`src/rtl/qs_pkg.sv`:
```
package qs_pkg;
  localparam int FIELD_W = 89;
  localparam int TAP_K   = 38;

  typedef struct packed {
    logic load;
    logic step;
    logic finish;
  } qsCtrl_t;
endpackage

```
`src/rtl/qs_ctrl.sv`:
```
module qs_ctrl
  import qs_pkg::*;
#(
  parameter int ITER = 44
) (
  input  logic    clk,
  input  logic    rst,
  input  logic    start,
  output qsCtrl_t strobe
);
  localparam int CW = $clog2(ITER + 1);

  typedef enum logic [1:0] {S_IDLE, S_RUN, S_FIN} state_t;
  state_t state;
  logic [CW-1:0] cnt;

  always_comb begin
    strobe.load   = (state == S_IDLE) && start;
    strobe.step   = (state == S_RUN);
    strobe.finish = (state == S_FIN);
  end

  always_ff @(posedge clk) begin
    if (rst) begin
      state <= S_IDLE;
      cnt   <= '0;
    end else begin
      case (state)
        S_IDLE: if (start) begin
          state <= S_RUN;
          cnt   <= '0;
        end
        S_RUN: begin
          if (cnt == CW'(ITER - 1)) state <= S_FIN;
          cnt <= cnt + 1'b1;
        end
        S_FIN:   state <= S_IDLE;
        default: state <= S_IDLE;
      endcase
    end
  end
endmodule

```
`src/rtl/qs_datapath.sv`:
```
module qs_datapath
  import qs_pkg::*;
#(
  parameter int W = FIELD_W,
  parameter int K = TAP_K
) (
  input  logic         clk,
  input  logic         rst,
  input  qsCtrl_t      strobe,
  input  logic [W-1:0] a,
  output logic [W-1:0] z,
  output logic         valid,
  output logic         noSol,
  output logic         done
);
  // Squaring in the trinomial basis: bit i moves to 2i, folded back once or twice.
  function automatic logic [W-1:0] sqr(input logic [W-1:0] x);
    logic [W-1:0] r;
    int j;
    r = '0;
    for (int i = 0; i < W; i++) begin
      if (2 * i < W) begin
        r[2*i] = r[2*i] ^ x[i];
      end else begin
        j = 2 * i - W;
        r[j] = r[j] ^ x[i];
        if (K + j < W) begin
          r[K+j] = r[K+j] ^ x[i];
        end else begin
          r[K+j-W]   = r[K+j-W] ^ x[i];
          r[2*K+j-W] = r[2*K+j-W] ^ x[i];
        end
      end
    end
    return r;
  endfunction

  logic [W-1:0] pw, acc, pw4, zReg;
  logic         trBit, validReg, noSolReg, doneReg;

  always_comb pw4 = sqr(sqr(pw));

  always_ff @(posedge clk) begin
    if (rst) begin
      pw       <= '0;
      acc      <= '0;
      trBit    <= 1'b0;
      zReg     <= '0;
      validReg <= 1'b0;
      noSolReg <= 1'b0;
      doneReg  <= 1'b0;
    end else begin
      doneReg <= 1'b0;
      if (strobe.load) begin
        pw    <= a;
        acc   <= a;
        trBit <= a[0] ^ a[W-K];
      end
      if (strobe.step) begin
        pw  <= pw4;
        acc <= acc ^ pw4;
      end
      if (strobe.finish) begin
        zReg     <= {acc[W-1:1], 1'b0};
        noSolReg <= trBit;
        validReg <= ~trBit;
        doneReg  <= 1'b1;
      end
    end
  end

  assign z     = zReg;
  assign valid = validReg;
  assign noSol = noSolReg;
  assign done  = doneReg;
endmodule

```
`src/rtl/gf_quad_solver.sv`:
```
module gf_quad_solver
  import qs_pkg::*;
#(
  parameter int W = FIELD_W,
  parameter int K = TAP_K
) (
  input  logic         clk,
  input  logic         rst,
  input  logic         start,
  input  logic [W-1:0] a,
  output logic [W-1:0] z,
  output logic         valid,
  output logic         noSol,
  output logic         done
);
  localparam int ITER = (W - 1) / 2;

  qsCtrl_t strobe;

  qs_ctrl #(.ITER(ITER)) ctrl (
    .clk(clk), .rst(rst), .start(start), .strobe(strobe)
  );

  qs_datapath #(.W(W), .K(K)) dp (
    .clk(clk), .rst(rst), .strobe(strobe), .a(a),
    .z(z), .valid(valid), .noSol(noSol), .done(done)
  );
endmodule

```
`config.mk`:
```
export PLATFORM = sky130hd
export DESIGN_NAME = gf_quad_solver
export DESIGN_NICKNAME = d
export VERILOG_FILES = /design/src/rtl/qs_pkg.sv /design/src/rtl/qs_ctrl.sv /design/src/rtl/qs_datapath.sv /design/src/rtl/gf_quad_solver.sv
export SDC_FILE = /design/constraint.sdc
export NUM_CORES = 1
export LEC_CHECK = 0
export ABC_AREA = 1
export ABC_CLOCK_PERIOD_IN_PS = 1700
export BUFFER_PORTS_ARGS = -buffer_cell sky130_fd_sc_hd__buf_2
export CORE_ASPECT_RATIO = 1.2
export CORE_MARGIN = 1.5
export CORE_UTILIZATION = 50
export DETAILED_ROUTE_END_ITERATION = 7
export GPL_TIMING_DRIVEN = 0
export MAX_ROUTING_LAYER = met4
export PLACE_DENSITY = 0.72
export SLEW_MARGIN = 20
export SYNTH_ARGS = -nofsm -noshare
export SYNTH_HDL_FRONTEND = slang
export SYNTH_SLANG_ARGS = --single-unit
export TNS_END_PERCENT = 20
```
`constraint.sdc`:
```
create_clock -name clk -period 1.7 [get_ports clk]
set_input_delay 0.17 -clock clk [delete_from_list [all_inputs] [get_ports clk]]
set_output_delay 0.17 -clock clk [all_outputs]
set_load 0.1 [all_outputs]
```
==> results.tsv <==
stage	metric	value	unit
clocking	cts_tree	built	
timing	tightest_slew	1010	ps
timing	min_period	1710	ps
clocking	clk_pin_slew	60	ps
global_route	antenna_found_initial	0	
timing	slew_viol_final	0	
timing	fin_crit_sh	1.01	
worst_setup_path	cp.buffers_inverters	3	
global_route	grtUsageMet3	0.0553	
global_route	grt_first_pass_wirelength	81200	µm
die	core	0.0255	mm²
global_route	grt-ovfl-total	0	
clocking	cts.path.max_buffers	3	
logic_synthesis	syn-cell-area	0.0130	mm²
outcome	violations	setup timing	
logic_synthesis	syn-num-nets	2052	
logic_synthesis	ys_seq_elements	276	
timing	clock_skew	11.4	ps
pwr	powerDensity	1100	mW/mm²
logic_synthesis	yosysSeqAreaShare	0.424	
layout	area_growth_syn_to_layout	25.3	%
worst_setup_path	crit_type	flip-flop to flip-flop	
worst_setup_path	cpPeakStageDelay	530	ps
logic_synthesis	syn_area_per_cell	6.64	µm²
worst_setup_path	path_max_fanout	10	
timing	rsz0062_at_grt	true	
layout	drive_above_1_share	0.152	
timing	layout_setup_ws	-9.83	ps
die	rows	64	
layout	layout.cells.non_filler	2581	
min_path	hp-class	primary input to flip-flop	
timing	finalSetupViolations	2	
clocking	root_buffer	clkbuf_16	
placed_design	dp_cells	2472	
placed_design	preCtsSetupSlack	-734	ps
logic_synthesis	syn_inst	1959	
timing	fin_tns_setup	-16.5	ps
worst_setup_path	critPathTopFamily	buffers and inverters	
layout	nets	2322	
global_route	grtUsageMet2	0.683	
worst_setup_path	cpMaxStageDelayCell	buf_1	
route	finalWirelength	56000	µm
clocking	cts_made_buffers	28	
outcome	status	finished with violations	
route	dr.pass1.iters	7	
die	start_util	0.510	
layout	fillCellCount	2351	
global_route	top_usage_layer	met2	
logic_synthesis	synth.distinct_cells	29	
placed_design	gp_congestion	1.01	
worst_setup_path	cp-startpoint	ctrl.state[0]$_SDFFE_PP0P_	
worst_setup_path	startpoint_type	flip-flop	
pwr	ir_drop	853	µV
min_path	min_from	a[10]	
job	drv_cap	0	
global_route	grt_max_degree	15	
worst_setup_path	required	2170	ps
route	vias	14400	
timing	hold-worst-slack	3.98	ps
placed_design	port_buffers	182	
placed_design	hpwl	42800	µm
die	fp.dieH	180	µm
layout	multi_input_area	0.00631	mm²
logic_synthesis	yosys_warnings	0	
route	antenna_left	0	
pwr	p_leak	8.10	nW
timing	fmax	585	MHz
worst_setup_path	r2r_start	ctrl.state[0]$_SDFFE_PP0P_	
die	chipWidth	150	µm
worst_setup_path	path_cells	inv_2 -> nand3_4 -> buf_4 -> buf_1 -> nand3_1 -> a21oi_1	
timing	slew_headroom	0.327	
die	die_area	0.0270	mm²
timing	hold_viol	0	
worst_setup_path	cp-end-kind	flip-flop	
global_route	grt_pass1_vias	13600	
clocking	clkSinkCount	276	
route	viasPerCell	5.59	
clocking	cts-htree-levels	1	
worst_setup_path	arrival	2180	ps
route	routedWlPerCell	21.7	µm
route	drc	0	
global_route	track_usage	0.421	
global_route	use_met1	0.494	
layout	regArea	0.00554	mm²
route	drt_iter0_drc	1281	
layout	n_antenna_cell	0	
clocking	clk_latency	550	ps
die	io_pins	184	
cell usage in the layout (no fill, tap or decap), types with 3 or more instances in the layout:
cell and instances:
dfxtp_2 7, nand3_2 3, xor2_1 36, clkbuf_16 29, clkbuf_2 16, o22ai_1 4, clkbuf_8 11, clkbuf_1 42
o31ai_1 6, o21ai_1 6, nand4_1 8, or2_2 13, clkinv_2 3, inv_1 195, bufinv_16 4, buf_6 7
clkbuf_4 6, o21ai_0 192, buf_1 4, dfxtp_1 267, xnor2_1 20, a21oi_1 132, buf_4 23, nand2_1 623
a31oi_1 37, nor2_4 3, buf_2 196, dlygate4sd3_1 66, nand3_1 148, nor2_1 116
final cells by class:
type	instances	area share
Buffer	110	0.0403
Clock buffer	43	0.0538
Clock inverter	9	0.00936
Inverter	200	0.0466
Multi-Input combinational cell	1362	0.387
Sequential cell	276	0.340
Tap cell	330	0.0253
Timing Repair Buffer	251	0.0982
where the power goes:
group / switching (mW) / internal, mW
sequential: 0.552 / 6.92
clock: 2.73 / 4.16
combinational: 2.48 / 1.19
total: 5.76 / 12.3
per-stage QoR:
stage | power (mW) | util | area, µm²
after floorplan | 9.44 | - | 13000
after global placement | 10.8 | 0.561 | 14300
after detailed placement | 10.9 | 0.562 | 14400
after CTS | 17.8 | 0.636 | 16200
after global routing | 18.6 | 0.639 | 16300
final | 18.0 | 0.639 | 16300
worst paths after layout:
| path | end | slack (ps) | cells past startpoint |
|---|---|---|---|
| max | dp.acc[14]$_SDFFE_PP0P_ | -10 | 6 |
| min | dp.pw[10]$_SDFFE_PP0P_ | 4 | 5 |
| max reg2reg | dp.acc[14]$_SDFFE_PP0P_ | -10 | 6 |
| min reg2reg | dp.acc[66]$_SDFFE_PP0P_ | 460 | 2 |
metal layers:
| layer | vias to the layer above | wire (µm) |
|---|---|---|
| met5 | - | 0 |
| met4 | 0 | 3910 |
| met3 | 192 | 4330 |
| met2 | 772 | 26100 |
| met1 | 6702 | 21600 |
| li1 | 6762 | - |
cell usage after synthesis:
| cell type | n | area (µm²) |
|---|---|---|
| nor2_2 | 1 | 6.26 |
| conb_1 | 1 | 3.75 |
| buf_2 | 38 | 190 |
| dfxtp_1 | 276 | 5530 |
| o211a_1 | 1 | 10.0 |
| xor2_1 | 38 | 333 |
| nand3_2 | 1 | 10.0 |
| a21oi_1 | 132 | 661 |
| a211oi_1 | 1 | 7.51 |
| nand2_1 | 626 | 2350 |
| xnor2_1 | 21 | 184 |
| nand3_1 | 151 | 756 |
| o22ai_1 | 4 | 25.0 |
| buf_1 | 7 | 26.3 |
| o21ai_0 | 197 | 986 |
| inv_2 | 4 | 15.0 |
| nand4_1 | 8 | 50.1 |
| a31oi_1 | 37 | 231 |
| or2_2 | 13 | 81.3 |
| clkbuf_1 | 74 | 278 |
| buf_4 | 2 | 15.0 |
| o31ai_1 | 6 | 45.0 |
| ha_1 | 1 | 12.5 |
| nor2_1 | 117 | 439 |
| inv_1 | 196 | 736 |
| a22oi_1 | 1 | 7.51 |
| nor2_4 | 1 | 11.3 |
| or2_1 | 2 | 12.5 |
| o21ai_1 | 2 | 10.0 |
kinds of logic (layout without fill, tap and decap cells):
logic type	after synthesis	after routing	share of synthesized area
AND/OR/NAND/NOR	920	920	0.285
flip-flops	276	276	0.424
adder cells (fa/ha/maj)	1	1	0.000961
XOR/XNOR	59	59	0.0397
AO/OA/AOI/OAI	381	381	0.152
buffers and inverters	321	613	0.0968
other	1	1	0.000288
worst register-to-register path, stage by stage, from the launching register on:
cell and delay (ps):
dfxtp_4 380, inv_2 50, nand3_4 140, buf_4 180, buf_1 540, nand3_1 160, a21oi_1 180
timing repair:
item	in CTS	in global routing
hold buffers	66	0
setup buffers	1	1
resized for setup	76	53
endpoints found under the setup margin	260	178
pin swaps	2	2
hold endpoints to repair	107	0
sequential cells by signal (all words and copies together) (netlist names):
register and cells:
ctrl.cnt 6, ctrl.state 2, dp.acc 88, dp.done 1
dp.noSol 1, dp.pw 88, dp.trBit 1, dp.valid 1
dp.z 88
Note: power is estimated with default switching activity, not from simulation.
